$ cat src/rtl/vip_pkg.sv
package vip_pkg;
  localparam int N_SRC = 5;
  localparam int SRC_W = $clog2(N_SRC);
  localparam int VEC_W = 16;
  localparam int OP_W  = 8;
  localparam int MSK_W = 3;

  typedef enum logic [SRC_W-1:0] {
    SRC_TRAP = 3'd0,
    SRC_R75  = 3'd1,
    SRC_R65  = 3'd2,
    SRC_R55  = 3'd3,
    SRC_INTR = 3'd4
  } src_e;

  typedef enum logic [1:0] {
    ST_IDLE  = 2'd0,
    ST_INTA  = 2'd1,
    ST_OFFER = 2'd2
  } st_e;

  // Half-step restart number k gives address (2k+9)*4: 4.5 -> 0x24 ... 7.5 -> 0x3C
  function automatic logic [VEC_W-1:0] fixed_vec(input src_e s);
    int k;
    case (s)
      SRC_TRAP: k = 0;
      SRC_R55:  k = 1;
      SRC_R65:  k = 2;
      SRC_R75:  k = 3;
      default:  k = 0;
    endcase
    return VEC_W'((2 * k + 9) * 4);
  endfunction

  function automatic logic [VEC_W-1:0] op_vec(input logic [OP_W-1:0] op);
    return {{(VEC_W-6){1'b0}}, op[5:3], 3'b000};
  endfunction
endpackage

$ cat src/rtl/vip_edge_latch.sv
module vip_edge_latch (
  input  logic clk,
  input  logic rst_n,
  input  logic lvl_i,
  input  logic clr_i,
  output logic pend_o
);
  logic prev_q;
  logic pend_q;
  logic rise;

  assign rise = lvl_i & ~prev_q;

  always_ff @(posedge clk or negedge rst_n) begin
    if (!rst_n) begin
      prev_q <= 1'b0;
      pend_q <= 1'b0;
    end else begin
      prev_q <= lvl_i;
      pend_q <= rise | (pend_q & ~clr_i);
    end
  end

  assign pend_o = pend_q;
endmodule

$ cat src/rtl/vip_select.sv
module vip_select #(
  parameter int N = 5,
  localparam int IW = $clog2(N)
) (
  input  logic [N-1:0]  req_i,
  output logic          hit_o,
  output logic [IW-1:0] idx_o
);
  // Lowest index ranks highest.
  always_comb begin
    hit_o = 1'b0;
    idx_o = '0;
    for (int i = N - 1; i >= 0; i--) begin
      if (req_i[i]) begin
        hit_o = 1'b1;
        idx_o = IW'(i);
      end
    end
  end
endmodule

$ cat src/rtl/vip_responder.sv
module vip_responder #(
  parameter int OP_W = 8,
  parameter logic [OP_W-1:0] OPCODE = 8'hE7
) (
  input  logic            inta_i,
  input  logic            ext_drive_i,
  input  logic [OP_W-1:0] ext_data_i,
  output logic [OP_W-1:0] bus_o
);
  logic [OP_W-1:0] own;

  assign own   = inta_i ? OPCODE : '0;
  assign bus_o = ext_drive_i ? ext_data_i : own;
endmodule

$ cat src/rtl/vip_unit.sv
module vip_unit
  import vip_pkg::*;
#(
  parameter int INTA_CYCLES = 2,
  parameter logic [OP_W-1:0] RESP_OPCODE = 8'hE7
) (
  input  logic             clk,
  input  logic             rst_n,
  input  logic             trap_i,
  input  logic             rst75_i,
  input  logic             rst65_i,
  input  logic             rst55_i,
  input  logic             intr_i,
  input  logic             ei_i,
  input  logic             di_i,
  input  logic             mask_we_i,
  input  logic [MSK_W-1:0] mask_wdata_i,
  input  logic             clr75_i,
  input  logic             boundary_i,
  input  logic             ext_drive_i,
  input  logic [OP_W-1:0]  ext_data_i,
  input  logic             irq_ready_i,
  output logic             inta_o,
  output logic             irq_valid_o,
  output logic [VEC_W-1:0] irq_vector_o,
  output logic [SRC_W-1:0] irq_src_o,
  output logic [OP_W-1:0]  irq_opcode_o,
  output logic             ie_o,
  output logic [MSK_W-1:0] mask_o,
  output logic             pend75_o
);
  localparam int CNT_W = $clog2(INTA_CYCLES + 1);
  localparam logic [CNT_W-1:0] CNT_LAST = CNT_W'(INTA_CYCLES - 1);

  st_e              st_q;
  logic [CNT_W-1:0] cnt_q;
  logic             ie_q;
  logic [MSK_W-1:0] mask_q;
  logic [VEC_W-1:0] vec_q;
  logic [OP_W-1:0]  op_q;
  src_e             src_q;
  logic             pend75;
  logic [N_SRC-1:0] req;
  logic             hit;
  logic [SRC_W-1:0] win;
  logic             take;
  logic             take75;
  logic             inta;
  logic [OP_W-1:0]  bus;

  vip_edge_latch u_latch75 (
    .clk   (clk),
    .rst_n (rst_n),
    .lvl_i (rst75_i),
    .clr_i (clr75_i | take75),
    .pend_o(pend75)
  );

  assign req[SRC_TRAP] = trap_i;
  assign req[SRC_R75]  = ie_q & ~mask_q[2] & pend75;
  assign req[SRC_R65]  = ie_q & ~mask_q[1] & rst65_i;
  assign req[SRC_R55]  = ie_q & ~mask_q[0] & rst55_i;
  assign req[SRC_INTR] = ie_q & intr_i;

  vip_select #(.N(N_SRC)) u_sel (
    .req_i(req),
    .hit_o(hit),
    .idx_o(win)
  );

  assign take   = (st_q == ST_IDLE) & boundary_i & hit;
  assign take75 = take & (win == SRC_R75);
  assign inta   = (st_q == ST_INTA);

  vip_responder #(.OP_W(OP_W), .OPCODE(RESP_OPCODE)) u_resp (
    .inta_i     (inta),
    .ext_drive_i(ext_drive_i),
    .ext_data_i (ext_data_i),
    .bus_o      (bus)
  );

  always_ff @(posedge clk or negedge rst_n) begin
    if (!rst_n) begin
      ie_q   <= 1'b0;
      mask_q <= '1;
    end else begin
      if (take)      ie_q <= 1'b0;
      else if (di_i) ie_q <= 1'b0;
      else if (ei_i) ie_q <= 1'b1;
      if (mask_we_i) mask_q <= mask_wdata_i;
    end
  end

  always_ff @(posedge clk or negedge rst_n) begin
    if (!rst_n) begin
      st_q  <= ST_IDLE;
      cnt_q <= '0;
      vec_q <= '0;
      op_q  <= '0;
      src_q <= SRC_TRAP;
    end else begin
      case (st_q)
        ST_IDLE: begin
          if (take) begin
            src_q <= src_e'(win);
            if (src_e'(win) == SRC_INTR) begin
              st_q  <= ST_INTA;
              cnt_q <= '0;
            end else begin
              st_q  <= ST_OFFER;
              vec_q <= fixed_vec(src_e'(win));
              op_q  <= '0;
            end
          end
        end
        ST_INTA: begin
          if (cnt_q == CNT_LAST) begin
            st_q  <= ST_OFFER;
            vec_q <= op_vec(bus);
            op_q  <= bus;
          end else begin
            cnt_q <= cnt_q + 1'b1;
          end
        end
        ST_OFFER: begin
          if (irq_ready_i) st_q <= ST_IDLE;
        end
        default: st_q <= ST_IDLE;
      endcase
    end
  end

  assign inta_o       = inta;
  assign irq_valid_o  = (st_q == ST_OFFER);
  assign irq_vector_o = vec_q;
  assign irq_src_o    = src_q;
  assign irq_opcode_o = op_q;
  assign ie_o         = ie_q;
  assign mask_o       = mask_q;
  assign pend75_o     = pend75;
endmodule

$ cat config.mk
export PLATFORM = sky130hd
export DESIGN_NAME = vip_unit
export DESIGN_NICKNAME = d
export VERILOG_FILES = /design/src/rtl/vip_pkg.sv /design/src/rtl/vip_edge_latch.sv /design/src/rtl/vip_select.sv /design/src/rtl/vip_responder.sv /design/src/rtl/vip_unit.sv
export SDC_FILE = /design/constraint.sdc
export NUM_CORES = 1
export LEC_CHECK = 0
export BUFFER_PORTS_ARGS = -buffer_cell sky130_fd_sc_hd__buf_2
export CORE_MARGIN = 2
export CORE_UTILIZATION = 30
export CTS_CLUSTER_SIZE = 10
export DETAILED_ROUTE_END_ITERATION = 7
export GPL_TIMING_DRIVEN = 1
export PLACE_DENSITY_LB_ADDON = 0.08
export SLEW_MARGIN = 20
export SYNTH_ARGS = -nofsm -noshare
export SYNTH_HDL_FRONTEND = slang
export SYNTH_HIERARCHICAL = 1
export SYNTH_SLANG_ARGS = --single-unit
$ cat constraint.sdc
create_clock -name clk -period 2.3 [get_ports clk]
set_clock_uncertainty 0.2 [all_clocks]
set_input_delay 0.23 -clock clk [delete_from_list [all_inputs] [get_ports clk]]
set_output_delay 0.23 -clock clk [all_outputs]
set_load 0.02 [all_outputs]
==> results.json, run 1 <==
{
  "yosys_register_bits": 25,
  "track_usage_pct": 12.8,
  "layout_min_cycle_time_ns": 2.18,
  "critPathMaxFanout": 5,
  "post_synth_inst_count": 133,
  "gp_routability_congestion": 0.783,
  "synth-async-reset-ratio_pct": 100,
  "antennaDiodeCount": 0,
  "synth.distinct_cells": 40,
  "synth.top_cell.area_share_pct": 39.2,
  "dp_cells": 231,
  "layout.cells.most_common": "buf_2",
  "grt_antenna_before_repair": 0,
  "drt_first_iter_violations": 35,
  "synth_area_um2": 1400,
  "synth_flop_cell": "dfrtp_1",
  "grt_start_max_net_pins": 26,
  "whs_ns": 0.0130,
  "core-area_um2": 4440,
  "power.leakage_uw": 0.000908,
  "dpl.hpwl_mm": 2.40,
  "number_of_flops_mapped_to_enable_cells_by_yosys": 0,
  "tritoncts_clock_tree": "built",
  "maxSlewViolCount": 0,
  "final_antenna_violating_net_count": 0,
  "min_path_type": "in -> reg",
  "numCtsBuffers": 3,
  "floorplan.die.height_um": 72.4,
  "clock_latency_ns": 0.26,
  "most-common-layout-cells": "buf_2, nand2_1, dfrtp_1, conb_1, mux2_4",
  "fin_setup_tns_ns": 0,
  "grt_pass1_wl_mm": 5.24,
  "setup_viol": 0,
  "hold_violations": 0,
  "grt_overflow": 0,
  "fp.dieW_um": 72.4,
  "worst_slew_margin_rel_pct": 61.9,
  "worstSetupEndpointType": "register",
  "cts.sinks": 25,
  "h-tree-depth": 1,
  "initial_utilization_pct": 31.6,
  "row_count": 24,
  "viasPerCell": 4.44,
  "dr.pass1.iters": 4,
  "post-cts-setup-buffer-count": 0,
  "number_of_global_route_vias_before_repair": 1108,
  "syn_avg_cell_area_um2": 10.6,
  "ir_worst_vdd_uv": 237,
  "placement.cell_area_um2": 1650,
  "worst_ep_required_time_ns": 2.25,
  "synthToLayoutAreaGrowth_pct": 26.8,
  "avg_wl_per_cell_um": 12.8,
  "clkTransAtPathRegs_ns": 0.09,
  "worst_slew_pin_slew_ns": 0.571,
  "fillerInstances": 457,
  "drc_errors": 0,
  "port_buffers": 46,
  "clockRootBuffer": "clkbuf_8",
  "dpl_worst_slack_ns": 0.0499,
  "clock_tree_buf_depth": 2,
  "design_area_um2": 1780,
  "wl_mm": 3.09,
  "io_pins": 59,
  "floorplan.die_area_um2": 5240,
  "rsz0062_at_grt": "true",
  "yosysWarnings": 6,
  "power_density_nw_per_um2": 625,
  "critical_path.startpoint_type": "register",
  "synth-seq-area-share_pct": 44.8,
  "maximum_capacitance_violations": 0,
  "postLayoutSetupSlackWorst_ns": 0.120,
  "drive_above_1_share_pct": 44.4,
  "synthTopCellsByArea": "dfrtp_1, mux2_4, buf_4, nand2_1, dfstp_2",
  "timing.critical_path.arrival_ns": 2.13,
  "fin_crit_sh_pct": 94.8,
  "outcome": "finished, final reports clean",
  "fin_nets": 216,
  "detailroute.via_count": 1071,
  "post_layout_nonfiller_instances": 241,
  "maxClockFrequency_ghz": 0.459,
  "synth_largest_area_cell": "dfrtp_1",
  "timing_worst_setup_path_type": "reg -> reg"
}
## worst max-delay path, stage by stage (launching register included)
cell     delay (ns)
dfstp_2        0.54
and3b_1        0.20
nor4_2         0.26
and2_4         0.22
nor3b_4        0.24
o21ai_4        0.09
mux2_4         0.31
## cell usage after synthesis, drive strengths merged (2+ instances only)
| master | count |
|---|---|
| nand2 | 24 |
| dfrtp | 22 |
| buf | 14 |
| o21ai | 13 |
| mux2 | 12 |
| inv | 6 |
| and2 | 4 |
| nor2 | 4 |
| and3b | 3 |
| dfstp | 3 |
| a21oi | 2 |
| nand2b | 2 |
| nand3b | 2 |
| nor2b | 2 |
| nor3 | 2 |
| or3b | 2 |
## sequential cells by signal, indices dropped and copies added (netlist names)
register / flops
cnt_q: 2
irq_vector_o: 4
st_q: 2
ie_o: 1
irq_src_o: 3
irq_opcode_o: 8
u_latch75/pend_o: 1
mask_o: 3
u_latch75/prev_q: 1
## power breakdown
part           internal [uW]  switching, uW  leakage [uW]
sequential               495           39.5      0.000316
clock                    121            138     0.0000255
combinational            143            176      0.000566
total                    760            353      0.000908
## final timing paths
| kind | slack, ns | start | to | cells past startpoint |
|---|---|---|---|---|
| worst min-delay path | 0.01 | ei_i | ie_o$_DFFE_PN0P_ | 3 |
| worst max register to register | 0.12 | mask_o[1]$_DFFE_PN1P_ | irq_vector_o[4]$_DFFE_PN0P_ | 6 |
| min in group asynchronous | 0.29 | rst_n | cnt_q[0]$_DFFE_PN0P_ | 2 |
| worst min register to register | 0.25 | u_latch75/prev_q$_DFF_PN0_ | u_latch75/pend_o$_DFF_PN0_ | 1 |
| worst max-delay path | 0.12 | mask_o[1]$_DFFE_PN1P_ | irq_vector_o[4]$_DFFE_PN0P_ | 6 |
| max in group asynchronous | 1.22 | rst_n | mask_o[2]$_DFFE_PN1P_ | 2 |
## per-layer routing
layer / vias to the layer above / global-route usage, % / wire length [um]
met5: - / 0 / 0
met4: 0 / 3.09 / 18
met3: 2 / 2.22 / 157
met2: 33 / 22.5 / 1490
met1: 500 / 16.2 / 1430
li1: 536 / - / -
## cell families (layout without fill, tap and decap cells)
kind of cell,count (synthesis),in the layout,synth area share (%)
AO/OA/AOI/OAI,21,21,10.1
XOR/XNOR,1,1,0.624
adder cells (fa/ha/maj),1,1,0.891
buffers and inverters,21,66,9.89
flip-flops,25,25,44.8
multiplexers,13,13,12.5
other,1,12,0.267
AND/OR/NAND/NOR,50,50,20.9
## area by class of cell
cell class / count / area [um2] / area share, %
clock buffer: 3 / 41.3 / 2.32
clock inverter: 1 / 5.00 / 0.281
inverter: 6 / 22.5 / 1.26
multi-input combinational: 98 / 697 / 39.1
sequential: 25 / 629 / 35.3
tap: 52 / 65.1 / 3.65
timing repair buffer: 56 / 320 / 18.0
## through the flow
stage	power, uW	utilization (%)
3_3_place_gp	850	37.2
4_1_cts	1130	39.6
3_5_place_dp	854	37.2
5_1_grt	1200	40.1
6_report	1110	40.1
2_1_floorplan	768	-
## what timing repair did
| action | in CTS | in global routing |
|---|---|---|
| hold endpoints to repair | 27 | 0 |
| setup endpoints to repair | 0 | 14 |
| hold buffers | 6 | 0 |
| gates resized for setup | 0 | 11 |
No activity file was read; power rests on OpenSTA's default activity.
==> run 2, diff against run 1 <==
Settings changed: CTS_BUF_LIST set to sky130_fd_sc_hd__clkbuf_16.
==> run 2 against run 1 <==
  * Final area rose by 2.2%
  * Sequential power about the same
  * Clock power up 48%
  * Critical path depth stayed put
==> results.json, run 2 (synthesized netlist as in run 1, its figures left out) <==
{
  "detailroute.via_count": 1077,
  "worst_ep_required_time_ns": 2.24,
  "port_buffers": 46,
  "use_met1_pct": 16.2,
  "rsz0062_at_grt": "true",
  "total_power_uw": 1240,
  "grt_antenna_before_repair": 0,
  "timing.rr.start": "mask_o[1]$_DFFE_PN1P_",
  "fin_nets": 216,
  "numCtsBuffers": 3,
  "floorplan.die.height_um": 72.4,
  "clock_tree_buf_depth": 2,
  "worstSetupEndpointType": "register",
  "maxClockFrequency_ghz": 0.445,
  "maxSlewViolCount": 0,
  "grt_pass1_wl_mm": 5.18,
  "most-common-layout-cells": "buf_2, nand2_1, dfrtp_1, conb_1",
  "power.leakage_uw": 0.000928,
  "hold_violations": 0,
  "fin_crit_sh_pct": 97.6,
  "met2_usage_pct": 22.2,
  "cts.sinks": 25,
  "grt_use_met3_pct": 2.22,
  "io_pins": 59,
  "final_antenna_violating_net_count": 0,
  "wl_mm": 3.13,
  "ir_worst_vdd_uv": 263,
  "floorplan.die_area_um2": 5240,
  "critPathMaxFanout": 5,
  "clockRootBuffer": "clkbuf_16",
  "dpl.hpwl_mm": 2.40,
  "hold_end": "mask_o[2]$_DFFE_PN1P_",
  "seq_area_um2": 629,
  "initial_utilization_pct": 31.6,
  "worst_hold_depth": 2,
  "setup_viol": 0,
  "timing_worst_setup_path_type": "reg -> reg",
  "outcome": "finished, final reports clean",
  "antennaDiodeCount": 0,
  "viasPerCell": 4.47,
  "grt_overflow": 0,
  "avg_wl_per_cell_um": 13.0,
  "min_path_type": "in -> reg",
  "h-tree-depth": 1,
  "power_density_nw_per_um2": 683,
  "clkTransAtPathRegs_ns": 0.06,
  "globalRoute.busiestLayer": "met2",
  "fp.dieW_um": 72.4,
  "setup.reg_to_reg.worst_slack_ns": 0.05,
  "worst_r2r_path_depth": 6,
  "timing.critical_path.arrival_ns": 2.18,
  "track_usage_pct": 12.7,
  "worst_slew_margin_rel_pct": 61.7,
  "clock_latency_ns": 0.25,
  "layout.cells.most_common": "buf_2",
  "core-area_um2": 4440,
  "maximum_capacitance_violations": 0,
  "critical_path.startpoint_type": "register",
  "cpMaxStageDelayCell": "dfstp_2",
  "layout_min_cycle_time_ns": 2.25,
  "gp_routability_congestion": 0.783,
  "drc_errors": 0,
  "largest_register_ffs": 8,
  "dr.pass1.iters": 4,
  "tritoncts_clock_tree": "built",
  "drt_first_iter_violations": 36,
  "number_of_global_route_vias_before_repair": 1081,
  "hold_start": "mask_wdata_i[2]",
  "synthToLayoutAreaGrowth_pct": 29.6,
  "worst_path_largest_cell_delay_ns": 0.53,
  "critical_path.reg2reg.endpoint": "cnt_q[1]$_DFFE_PN0P_",
  "drive_above_1_share_pct": 47.1,
  "grt_start_max_net_pins": 26,
  "fillerInstances": 461,
  "path_cells": "and3b_2 > nor4_4 > and2_4 > or3b_4 > o211ai_1 > o21ai_1",
  "worst_slew_pin_slew_ns": 0.575,
  "multi_input_combinational_cell_area_um2": 709,
  "whs_ns": 0.0113,
  "row_count": 24
}
==> run 2: changes by cell type in the layout (fill, tap and decap cells not counted), sizes merged <==
cell / change
dlygate4sd3: -3
buf: +3
==> run 2: timing repair <==
item	4_1_cts	5_1_grt
gates resized for setup	0	11
hold buffers	3	0
endpoints found under the setup margin	0	14
endpoints found under the hold margin	24	0
buffers inserted	0	3
==> run 2: metrics by stage <==
step | setup slack, ns | utilization, % | cell area [um2] | std cells | setup TNS, ns
global placement | 0.133 | 37.2 | 1650 | 231 | 0
floorplan | 0.0372 | - | 1450 | 144 | 0
global route | -0.0470 | 40.9 | 1820 | 241 | -0.309
finish | 0.0545 | 40.9 | 1820 | 241 | 0
CTS | 0.0446 | 39.7 | 1760 | 238 | 0
detailed placement | 0.0499 | 37.2 | 1650 | 231 | 0
==> run 2: how the worst max path moves through the flow <==
stage / startpoint / to / slack, ns / cells after the start
floorplan: mask_o[1]$_DFFE_PN1P_ / irq_vector_o[3]$_DFFE_PN0P_ / 0.04 / 6
global placement: mask_o[1]$_DFFE_PN1P_ / irq_vector_o[3]$_DFFE_PN0P_ / 0.13 / 6
detailed placement: mask_o[1]$_DFFE_PN1P_ / irq_opcode_o[5]$_DFFE_PN0P_ / 0.05 / 7
CTS: mask_o[1]$_DFFE_PN1P_ / irq_opcode_o[5]$_DFFE_PN0P_ / 0.04 / 7
global route: mask_o[1]$_DFFE_PN1P_ / cnt_q[1]$_DFFE_PN0P_ / -0.05 / 6
finish: mask_o[1]$_DFFE_PN1P_ / cnt_q[1]$_DFFE_PN0P_ / 0.05 / 6
==> run 2: final cells by class <==
class | instances | share of cell area [%]
multi-input combinational | 98 | 39.0
sequential | 25 | 34.6
timing repair buffer | 56 | 17.2
clock buffer | 3 | 4.13
tap | 52 | 3.58
inverter | 6 | 1.24
clock inverter | 1 | 0.275
==> run 2: power by group <==
| group | switching, uW | internal, uW | leakage [uW] |
|---|---|---|---|
| sequential | 39.7 | 496 | 0.000316 |
| combinational | 178 | 145 | 0.000571 |
| clock | 150 | 234 | 0.0000409 |
==> run 2: critical path: cells and delay by family, from the launching register on <==
| kind | cells | cell delay, ns |
|---|---|---|
| simple gates | 4 | 1.14 |
| flops | 1 | 0.53 |
| compound gates | 2 | 0.26 |
==> run 2: layer usage <==
| layer | up-vias | routed length [um] |
|---|---|---|
| li1 | 537 | - |
| met1 | 503 | 1400 |
| met2 | 35 | 1540 |
| met3 | 2 | 171 |
| met4 | 0 | 18 |
| met5 | - | 0 |
==> run 3, diff against run 2 <==
Settings changed: BUFFER_PORTS_ARGS -buffer_cell sky130_fd_sc_hd__buf_2 to not set, DONT_BUFFER_PORTS set to 1, GPL_TIMING_DRIVEN 1 to not set.
==> run 3 against run 2 <==
  * Worst setup slack improved by 0.068 ns
  * Non-clock buffer count down 34
  * Die area stayed put
  * Wire length shrank 2.3%
  * Via count decreased by 9.0%
  * Critical path depth rose by 1
  * Critical endpoint is now irq_vector_o[4]$_DFFE_PN0P_
  * Highest routed layer unchanged
==> results.json, run 3 (synthesized netlist as in run 1, its figures left out) <==
{
  "grt_antenna_before_repair": 0,
  "layout.cells.most_common": "nand2_1",
  "clkTransAtPathRegs_ns": 0.07,
  "worst_ep_required_time_ns": 2.25,
  "whs_ns": 0.0118,
  "post-cts-setup-buffer-count": 0,
  "worstSetupEndpointType": "register",
  "fin_setup_tns_ns": 0,
  "timing.rr.start": "mask_o[1]$_DFFE_PN1P_",
  "numCtsBuffers": 3,
  "power_density_nw_per_um2": 719,
  "h-tree-depth": 1,
  "viasPerCell": 4.73,
  "use_met1_pct": 15.1,
  "initial_utilization_pct": 31.6,
  "maxClockFrequency_ghz": 0.459,
  "core-area_um2": 4440,
  "post_layout_nonfiller_instances": 207,
  "drt_first_iter_violations": 40,
  "clock_tree_buf_depth": 2,
  "wl_mm": 3.06,
  "rsz0062_at_grt": "false",
  "fin_crit_sh_pct": 94.7,
  "path_cells": "and3b_1 > nand2b_1 > a21oi_1 > buf_4 > xnor2_1 > o31ai_1 > mux2_4",
  "io_pins": 59,
  "tritoncts_clock_tree": "built",
  "floorplan.die.height_um": 72.4,
  "dr.pass1.iters": 4,
  "port_buffers": 0,
  "worst_r2r_path_depth": 7,
  "clockRootBuffer": "clkbuf_16",
  "grt_start_max_net_pins": 26,
  "hold_violations": 0,
  "worst_path_dominant_cell_family": "flip-flops",
  "timing.critical_path.arrival_ns": 2.13,
  "hold_start": "ext_data_i[7]",
  "largest_register_ffs": 8,
  "cts.sinks": 25,
  "maxSlewViolCount": 0,
  "worst-path-buf-inv": 1,
  "grt_pass1_wl_mm": 5.04,
  "dpl.hpwl_mm": 2.30,
  "grt_use_met3_pct": 3.47,
  "fp.dieW_um": 72.4,
  "grt_overflow": 0,
  "fin_nets": 182,
  "outcome": "finished, final reports clean",
  "globalRoute.busiestLayer": "met2",
  "layout_min_cycle_time_ns": 2.18,
  "cpMaxStageDelayCell": "dfstp_2",
  "most-common-layout-cells": "nand2_1, dfrtp_1, conb_1, dlygate4sd3_1, o21ai_0",
  "timing_worst_setup_path_type": "reg -> reg",
  "gp_routability_congestion": 0.749,
  "power.leakage_uw": 0.000778,
  "detailroute.via_count": 980,
  "drive_above_1_share_pct": 27.7,
  "number_of_global_route_vias_before_repair": 1062,
  "hold_end": "irq_opcode_o[7]$_DFFE_PN0P_",
  "final_antenna_violating_net_count": 0,
  "min_path_type": "in -> reg",
  "track_usage_pct": 12.2,
  "dp_cells": 190,
  "critPathMaxFanout": 4,
  "floorplan.die_area_um2": 5240,
  "worst_path_largest_cell_delay_ns": 0.52,
  "drc_errors": 0,
  "crit_start": "mask_o[1]$_DFFE_PN1P_",
  "avg_wl_per_cell_um": 14.8,
  "critical_path.reg2reg.endpoint": "irq_vector_o[4]$_DFFE_PN0P_",
  "synthToLayoutAreaGrowth_pct": 21.7,
  "clock_latency_ns": 0.26,
  "ir_worst_vdd_uv": 384,
  "antennaDiodeCount": 0,
  "fillerInstances": 467,
  "setup.reg_to_reg.worst_slack_ns": 0.12,
  "critical_path.startpoint_type": "register",
  "row_count": 24,
  "worst_hold_depth": 3,
  "maximum_capacitance_violations": 0,
  "met2_usage_pct": 21.1,
  "setup_viol": 0
}
run 3: per-stage QoR:
stage | area [um2] | util (%) | power (uW) | worst slack (ns)
floorplan | 1450 | - | 768 | 0.0372
global placement | 1460 | 32.9 | 801 | 0.116
detailed placement | 1460 | 32.9 | 805 | 0.0613
CTS | 1680 | 37.9 | 1240 | 0.0567
global route | 1710 | 38.5 | 1300 | 0.0212
finish | 1710 | 38.5 | 1230 | 0.123
run 3: report_power, final:
part	leakage [uW]	internal, uW	switching [uW]
combinational	0.000425	132	138
clock	0.0000371	236	160
sequential	0.000316	496	65.9
total	0.000778	864	364
run 3: cell type report:
type	count	area, um2	share of cell area, %
flip-flops and latches	25	629	36.8
well taps	52	65.1	3.81
repair buffers	22	208	12.2
clock buffers	3	75.1	4.39
clock inverters	1	7.51	0.439
multi-input cells	98	702	41.1
inverters	6	22.5	1.32
run 3: worst max path at each step:
stage	endpoint	slack [ns]	cells past startpoint
floorplan	irq_vector_o[3]$_DFFE_PN0P_	0.04	6
global placement	irq_vector_o[5]$_DFFE_PN0P_	0.12	6
detailed placement	irq_vector_o[5]$_DFFE_PN0P_	0.06	6
finish	irq_vector_o[4]$_DFFE_PN0P_	0.12	7
CTS	irq_vector_o[4]$_DFFE_PN0P_	0.06	6
global route	cnt_q[1]$_DFFE_PN0P_	0.02	6
run 3: tightest hold or removal path, stage by stage:
cell and delay (ns):
mux2_4 0.11, nand2_1 0.04, o21ai_0 0.06
run 3: what timing repair did:
action,CTS,global route
resized for setup,0,6
hold endpoints to repair,32,0
endpoints found under the setup margin,0,14
hold buffers,13,0
run 3: metal layers:
metal	vias to the layer above	routed length (um)
met5	-	0
met4	0	25
met3	4	215
met2	37	1510
met1	468	1300
li1	471	-
